<file path="config.mk">
export PLATFORM = sky130hd
export DESIGN_NAME = adp_init_seq
export DESIGN_NICKNAME = d
export VERILOG_FILES = /design/src/rtl/adp_init_pkg.sv /design/src/rtl/adp_step_rom.sv /design/src/rtl/adp_wr_mux.sv /design/src/rtl/adp_hold_timer.sv /design/src/rtl/adp_init_seq.sv
export SDC_FILE = /design/constraint.sdc
export NUM_CORES = 1
export LEC_CHECK = 0
export BUFFER_PORTS_ARGS = -buffer_cell sky130_fd_sc_hd__buf_2
export CORE_UTILIZATION = 35
export CTS_BUF_LIST = sky130_fd_sc_hd__clkbuf_16
export DETAILED_ROUTE_END_ITERATION = 12
export PLACE_DENSITY = 0.54
export SYNTH_ARGS = -nofsm -noshare
export SYNTH_HDL_FRONTEND = slang
export SYNTH_SLANG_ARGS = --single-unit
</file>
<file path="constraint.sdc">
create_clock -name clk -period 3 [get_ports clk]
set_input_delay 0.3 -clock clk [delete_from_list [all_inputs] [get_ports clk]]
set_output_delay 0.3 -clock clk [all_outputs]
set_load 0.01 [all_outputs]
</file>
<file path="src/rtl/adp_init_pkg.sv">
package adp_init_pkg;

   typedef enum logic [1:0] {
      OP_NONE   = 2'd0,
      OP_ENABLE = 2'd1,
      OP_INIT   = 2'd2,
      OP_SHUT   = 2'd3
   } adp_op_e;

   typedef enum logic [1:0] {
      ST_WRITE = 2'd0,
      ST_HOLD  = 2'd1,
      ST_END   = 2'd2
   } adp_kind_e;

   typedef enum logic [2:0] {
      DM_SET_CORE = 3'd0,
      DM_SET_HOST = 3'd1,
      DM_SET_FIFO = 3'd2,
      DM_CLR_ALL  = 3'd3,
      DM_ZERO     = 3'd4,
      DM_IRQ      = 3'd5,
      DM_THRESH   = 3'd6
   } adp_dsel_e;

   typedef struct packed {
      adp_kind_e kind;
      adp_dsel_e dsel;
   } adp_step_t;

   localparam int STEP_IDX_W = 4;

   function automatic adp_step_t mk_step(adp_kind_e k, adp_dsel_e d);
      adp_step_t s;
      s.kind = k;
      s.dsel = d;
      return s;
   endfunction

endpackage

</file>
<file path="src/rtl/adp_step_rom.sv">
module adp_step_rom
   import adp_init_pkg::*;
(
   input  adp_op_e                 op,
   input  logic [STEP_IDX_W-1:0]   idx,
   output adp_step_t               step
);

   always_comb begin
      step = mk_step(ST_END, DM_ZERO);
      case (op)
         OP_ENABLE: begin
            case (idx)
               4'd0:    step = mk_step(ST_WRITE, DM_SET_CORE);
               4'd1:    step = mk_step(ST_HOLD,  DM_ZERO);
               default: step = mk_step(ST_END,   DM_ZERO);
            endcase
         end
         OP_INIT: begin
            case (idx)
               4'd0:    step = mk_step(ST_WRITE, DM_SET_CORE);
               4'd1:    step = mk_step(ST_WRITE, DM_CLR_ALL);
               4'd2:    step = mk_step(ST_HOLD,  DM_ZERO);
               4'd3:    step = mk_step(ST_WRITE, DM_SET_CORE);
               4'd4:    step = mk_step(ST_WRITE, DM_SET_HOST);
               4'd5:    step = mk_step(ST_WRITE, DM_SET_FIFO);
               4'd6:    step = mk_step(ST_WRITE, DM_IRQ);
               4'd7:    step = mk_step(ST_WRITE, DM_THRESH);
               default: step = mk_step(ST_END,   DM_ZERO);
            endcase
         end
         OP_SHUT: begin
            case (idx)
               4'd0:    step = mk_step(ST_WRITE, DM_ZERO);
               default: step = mk_step(ST_END,   DM_ZERO);
            endcase
         end
         default: step = mk_step(ST_END, DM_ZERO);
      endcase
   end

endmodule

</file>
<file path="src/rtl/adp_wr_mux.sv">
module adp_wr_mux
   import adp_init_pkg::*;
#(
   parameter int DATA_W        = 8,
   parameter int ADDR_W        = 4,
   parameter int RST_ADDR      = 0,
   parameter int IRQ_ADDR      = 1,
   parameter int THR_ADDR      = 2,
   parameter int CORE_BIT      = 2,
   parameter int HOST_BIT      = 1,
   parameter int FIFO_BIT      = 0,
   parameter int IRQ_EN_BIT    = 1,
   parameter int BUSERR_EN_BIT = 3,
   parameter int THRESH_VAL    = 30
)(
   input  adp_dsel_e           dsel,
   input  logic [DATA_W-1:0]   shadow,
   output logic [ADDR_W-1:0]   addr,
   output logic [DATA_W-1:0]   data,
   output logic                hits_rst
);

   localparam logic [DATA_W-1:0] M_CORE = DATA_W'(1) << CORE_BIT;
   localparam logic [DATA_W-1:0] M_HOST = DATA_W'(1) << HOST_BIT;
   localparam logic [DATA_W-1:0] M_FIFO = DATA_W'(1) << FIFO_BIT;
   localparam logic [DATA_W-1:0] M_ALL  = M_CORE | M_HOST | M_FIFO;
   localparam logic [DATA_W-1:0] M_IRQ  = (DATA_W'(1) << IRQ_EN_BIT) |
                                          (DATA_W'(1) << BUSERR_EN_BIT);
   localparam logic [DATA_W-1:0] V_THR  = DATA_W'(THRESH_VAL);
   localparam logic [ADDR_W-1:0] A_RST  = ADDR_W'(RST_ADDR);
   localparam logic [ADDR_W-1:0] A_IRQ  = ADDR_W'(IRQ_ADDR);
   localparam logic [ADDR_W-1:0] A_THR  = ADDR_W'(THR_ADDR);

   always_comb begin
      addr     = A_RST;
      data     = '0;
      hits_rst = 1'b1;
      case (dsel)
         DM_SET_CORE: data = shadow | M_CORE;
         DM_SET_HOST: data = shadow | M_HOST;
         DM_SET_FIFO: data = shadow | M_FIFO;
         DM_CLR_ALL:  data = shadow & ~M_ALL;
         DM_ZERO:     data = '0;
         DM_IRQ: begin
            addr     = A_IRQ;
            data     = M_IRQ;
            hits_rst = 1'b0;
         end
         DM_THRESH: begin
            addr     = A_THR;
            data     = V_THR;
            hits_rst = 1'b0;
         end
         default: data = '0;
      endcase
   end

endmodule

</file>
<file path="src/rtl/adp_hold_timer.sv">
module adp_hold_timer #(
   parameter int WAIT_W = 16
)(
   input  logic              clk,
   input  logic              rst_n,
   input  logic              run,
   input  logic [WAIT_W-1:0] len,
   output logic              expired
);

   logic [WAIT_W-1:0] cnt_q;
   logic [WAIT_W:0]   cnt_next;

   assign cnt_next = {1'b0, cnt_q} + 1'b1;
   assign expired  = run && (cnt_next >= {1'b0, len});

   always_ff @(posedge clk or negedge rst_n) begin
      if (!rst_n)                cnt_q <= '0;
      else if (run && !expired)  cnt_q <= cnt_next[WAIT_W-1:0];
      else                       cnt_q <= '0;
   end

endmodule

</file>
<file path="src/rtl/adp_init_seq.sv">
module adp_init_seq
   import adp_init_pkg::*;
#(
   parameter int DATA_W        = 8,
   parameter int ADDR_W        = 4,
   parameter int WAIT_W        = 16,
   parameter int RST_ADDR      = 0,
   parameter int IRQ_ADDR      = 1,
   parameter int THR_ADDR      = 2,
   parameter int CORE_BIT      = 2,
   parameter int HOST_BIT      = 1,
   parameter int FIFO_BIT      = 0,
   parameter int IRQ_EN_BIT    = 1,
   parameter int BUSERR_EN_BIT = 3,
   parameter int THRESH_VAL    = 30
)(
   input  logic              clk,
   input  logic              rst_n,
   input  logic              cmd_valid,
   input  logic [1:0]        cmd_op,
   input  logic [WAIT_W-1:0] cmd_wait,
   output logic              busy,
   output logic              done,
   output logic              wr_en,
   output logic [ADDR_W-1:0] wr_addr,
   output logic [DATA_W-1:0] wr_data
);

   localparam int ADDR_SPAN = 1 << ADDR_W;

   if (CORE_BIT >= DATA_W || HOST_BIT >= DATA_W || FIFO_BIT >= DATA_W) begin : g_bad_rel_bit
      $error("release bit outside data width");
   end
   if (CORE_BIT == HOST_BIT || CORE_BIT == FIFO_BIT || HOST_BIT == FIFO_BIT) begin : g_bad_rel_dup
      $error("release bits must be distinct");
   end
   if (IRQ_EN_BIT >= DATA_W || BUSERR_EN_BIT >= DATA_W) begin : g_bad_irq_bit
      $error("interrupt bit outside data width");
   end
   if (THRESH_VAL >= (1 << DATA_W)) begin : g_bad_thresh
      $error("threshold does not fit data width");
   end
   if (RST_ADDR >= ADDR_SPAN || IRQ_ADDR >= ADDR_SPAN || THR_ADDR >= ADDR_SPAN) begin : g_bad_addr
      $error("register address outside address width");
   end
   if (RST_ADDR == IRQ_ADDR || RST_ADDR == THR_ADDR || IRQ_ADDR == THR_ADDR) begin : g_bad_addr_dup
      $error("register addresses must be distinct");
   end

   logic                  running_q;
   adp_op_e               op_q;
   logic [STEP_IDX_W-1:0] idx_q;
   logic [WAIT_W-1:0]     len_q;
   logic [DATA_W-1:0]     shadow_q;

   adp_step_t             step;
   logic                  hold_run;
   logic                  hold_expired;
   logic                  hits_rst;
   logic                  accept;
   logic                  advance;

   adp_step_rom u_rom (
      .op   (op_q),
      .idx  (idx_q),
      .step (step)
   );

   adp_wr_mux #(
      .DATA_W        (DATA_W),
      .ADDR_W        (ADDR_W),
      .RST_ADDR      (RST_ADDR),
      .IRQ_ADDR      (IRQ_ADDR),
      .THR_ADDR      (THR_ADDR),
      .CORE_BIT      (CORE_BIT),
      .HOST_BIT      (HOST_BIT),
      .FIFO_BIT      (FIFO_BIT),
      .IRQ_EN_BIT    (IRQ_EN_BIT),
      .BUSERR_EN_BIT (BUSERR_EN_BIT),
      .THRESH_VAL    (THRESH_VAL)
   ) u_mux (
      .dsel     (step.dsel),
      .shadow   (shadow_q),
      .addr     (wr_addr),
      .data     (wr_data),
      .hits_rst (hits_rst)
   );

   adp_hold_timer #(.WAIT_W(WAIT_W)) u_hold (
      .clk     (clk),
      .rst_n   (rst_n),
      .run     (hold_run),
      .len     (len_q),
      .expired (hold_expired)
   );

   assign accept   = !running_q && cmd_valid && (cmd_op != OP_NONE);
   assign busy     = running_q;
   assign wr_en    = running_q && (step.kind == ST_WRITE);
   assign done     = running_q && (step.kind == ST_END);
   assign hold_run = running_q && (step.kind == ST_HOLD);
   assign advance  = wr_en || (hold_run && hold_expired);

   always_ff @(posedge clk or negedge rst_n) begin
      if (!rst_n) begin
         running_q <= 1'b0;
         op_q      <= OP_NONE;
         idx_q     <= '0;
         len_q     <= '0;
      end else if (accept) begin
         running_q <= 1'b1;
         op_q      <= adp_op_e'(cmd_op);
         idx_q     <= '0;
         len_q     <= cmd_wait;
      end else if (done) begin
         running_q <= 1'b0;
      end else if (advance) begin
         idx_q <= idx_q + 1'b1;
      end
   end

   always_ff @(posedge clk or negedge rst_n) begin
      if (!rst_n)                 shadow_q <= '0;
      else if (wr_en && hits_rst) shadow_q <= wr_data;
   end

endmodule

</file>
==> results.py <==
metrics = {
    "status": {
        "status": "complete, no violations",
    },
    "cts": {
        "root_buffer": "clkbuf_16",
        "hold_buffers": 0,
        "clock-sinks": 47,
        "clk_latency_ps": 280,
        "htreeDepth": 2,
        "cts_tree": "yes",
        "clkTransAtPathRegs_ps": 60,
        "numCtsBuffers": 5,
        "clock_path_buffers": 2,
    },
    "pwr": {
        "leakagePower_nw": 1.68,
        "combPwrFrac_pct": 37.0,
        "p_int_mw": 1.54,
        "power_density_nw_per_um2": 720,
        "peakVddDrop_mv": 0.326,
        "power_frac_clock_pct": 26.0,
        "p_switching_mw": 0.853,
        "p_sw_share_pct": 35.6,
        "p_seq_share_pct": 37.0,
    },
    "critical_path": {
        "cp-endpoint": "u_hold.cnt_q[4]",
        "crit_cells": 12,
        "cpPeakStageDelay_ps": 480,
        "cpLargestDelayFamily": "simple AND/OR/NAND/NOR gates",
        "cp.arrival_ps": 3200,
        "regToRegEndpoint": "u_hold.cnt_q[4]",
        "critPathRequiredTime_ps": 3220,
        "critPathBufInv": 0,
        "end_kind": "flop",
        "r2r-start": "u_hold.cnt_q[0]",
        "crit_start": "u_hold.cnt_q[0]",
        "crit_path_max_fanout": 8,
        "slowest_stage": "or3b_4",
        "r2r_slack_ps": 20,
        "path_class": "reg -> reg",
        "reg2regPathDepth": 12,
        "start_kind": "flop",
        "cp_cell_sequence": "ha_2 -> nand4_1 -> nor2_4 -> nand2_2 -> xnor2_2 -> ha_1 -> a21oi_2 -> o21ai_2 -> a2111oi_4 -> nand3_2 -> or3b_4 -> and2b_1",
    },
    "synthesis": {
        "synth_seq_cells": 47,
        "yosysWarningCount": 0,
        "postSynth.asyncResetShare_pct": 100,
        "syn_avg_cell_area_sq_um": 9.44,
        "ys_seq_area_share_pct": 43.9,
        "synth_edf_count": 0,
        "ys_types": 45,
        "syn_inst": 284,
        "synthesis.area_sq_um": 2680,
        "ys.flop_type": "dfrtp_1",
    },
    "sta": {
        "setup_tns_ps": 0,
        "slew_headroom_pct": 49.8,
        "slew_violations": 0,
        "skew_ps": 2.34,
        "tightest_slew_ps": 754,
        "final-setup-viol-count": 0,
        "holdWs_ps": 82.5,
        "fin_crit_ps": 2980,
        "rsz0062_at_grt": "yes",
        "fmax_mhz": 336,
        "finalHoldViolCount": 0,
        "post-route-period-util_pct": 99.3,
    },
    "route": {
        "dr_wl_met2_mm": 2.74,
        "antenna_left": 0,
        "post_drt_wl_per_cell_um": 13.2,
        "via_per_inst": 4.75,
        "routed_wl_mm": 5.73,
        "via_count": 2065,
        "wl_met3_um": 179,
        "wl_met1_mm": 2.70,
        "drc": 0,
        "drt_iter0_drc": 91,
        "dr.max_layer_used": "met4",
        "drt_first_pass_iters": 4,
    },
    "grt": {
        "grtUsageTotal_pct": 15.8,
        "grt_pass1_vias": 2051,
        "antenna_found_initial": 0,
        "grt_overflow_total": 0,
        "grt_pass1_wl_mm": 9.49,
        "grt_max_degree": 34,
    },
    "finish": {
        "final_common_cell": "dfrtp_1",
        "layout_common_cells": "dfrtp_1, nand2_1, buf_2, inv_1, ha_1",
        "drive_above_1_share_pct": 27.7,
        "post-route-util_pct": 45.4,
        "n_antenna_cell": 0,
        "final_cell_area_sq_um": 3330,
        "nFillCells": 732,
        "nNetsFinal": 377,
        "area_growth_pct": 24.1,
    },
    "floorplanning": {
        "core_sq_um": 7330,
        "io_pins": 36,
        "dieArea_sq_um": 8010,
        "num_rows": 31,
        "die_w_um": 89.5,
        "initial_core_util_pct": 36.6,
        "dieHeight_um": 89.5,
    },
    "place": {
        "port_buffers": 33,
        "gp_routability_congestion": 0.780,
        "dpl-instance-area_sq_um": 3020,
        "post-dp-hpwl_mm": 4.18,
    },
    "job": {
        "drv_cap": 0,
    },
    "worst_hold_path": {
        "worstHoldPathType": "in -> async",
    },
}
==> per-layer routing <==
metal / GRT usage (%) / vias to the layer above
li1: - / 1053
met1: 20.0 / 965
met2: 26.9 / 38
met3: 3.05 / 9
met4: 6.06 / 0
met5: 0 / -
==> registers in the layout, indices dropped and copies added, names as in the netlist <==
name,count
idx_q,4
u_hold.cnt_q,16
op_q,2
shadow_q,8
len_q,16
busy,1
==> kinds of logic (layout without fill, tap and decap cells) <==
| family | after synthesis | count (layout) | synth area share (%) |
|---|---|---|---|
| mux | 4 | 4 | 1.59 |
| flops | 47 | 47 | 43.9 |
| buf+inv | 29 | 79 | 4.67 |
| simple gates | 120 | 121 | 23.7 |
| other cells | 1 | 2 | 0.140 |
| xor+xnor | 14 | 14 | 4.58 |
| compound gates | 48 | 48 | 11.7 |
| fa+ha+maj | 21 | 21 | 9.80 |
==> Yosys cell counts (all sizes together), types with 6 or more instances <==
| cell | number | area share, % |
|---|---|---|
| a21oi | 10 | 1.9 |
| and2 | 9 | 2.1 |
| and2b | 6 | 1.7 |
| dfrtp | 47 | 44 |
| ha | 21 | 9.8 |
| inv | 20 | 2.8 |
| nand2 | 46 | 6.4 |
| nand3 | 10 | 2.1 |
| nor2 | 15 | 2.1 |
| nor2b | 13 | 4.0 |
| o21ai | 20 | 3.7 |
| xnor2 | 7 | 2.3 |
| xor2 | 7 | 2.3 |
==> area by class of cell <==
class	instances	area (sq um)	area share [%]
Sequential cell	47	1180	35.4
Multi-Input combinational cell	210	1490	44.7
Clock buffer	5	125	3.76
Timing Repair Buffer	51	300	9.03
Inverter	20	75.1	2.26
Tap cell	99	124	3.72
Clock inverter	3	38.8	1.17
==> per-stage QoR <==
| stage | power (mW) | instances | setup WS, ps |
|---|---|---|---|
| 2_1_floorplan | 1.48 | 285 | 52.9 |
| 3_3_place_gp | 1.71 | 421 | -20.6 |
| 3_5_place_dp | 1.73 | 421 | -192 |
| 4_1_cts | 2.40 | 432 | 0.262 |
| 5_1_grt | 2.58 | 435 | -207 |
| 6_report | 2.39 | 435 | 21.4 |
==> worst min-delay path by stage <==
| stage | start | to |
|---|---|---|
| after floorplan | rst_n | busy |
| after global placement | rst_n | u_hold.cnt_q[7] |
| after detailed placement | rst_n | u_hold.cnt_q[12] |
| after CTS | rst_n | u_hold.cnt_q[6] |
| after global routing | rst_n | u_hold.cnt_q[9] |
| final | rst_n | u_hold.cnt_q[12] |
==> power groups by stage <==
stage          combinational (mW)  sequential (mW)  clock [mW]
2_1_floorplan               0.619            0.859           0
3_3_place_gp                0.819            0.894           0
3_5_place_dp                0.835            0.899           0
4_1_cts                     0.866            0.887       0.642
5_1_grt                      1.01            0.908       0.664
6_report                    0.886            0.886       0.623
==> repair_timing <==
| action | 4_1_cts | 5_1_grt |
|---|---|---|
| pin swaps | 7 | 14 |
| buffers inserted | 2 | 3 |
| gates resized for setup | 8 | 17 |
| gates cloned | 1 | 0 |
| endpoints found under the setup margin | 19 | 20 |
No activity file was read; power rests on OpenSTA's default activity.
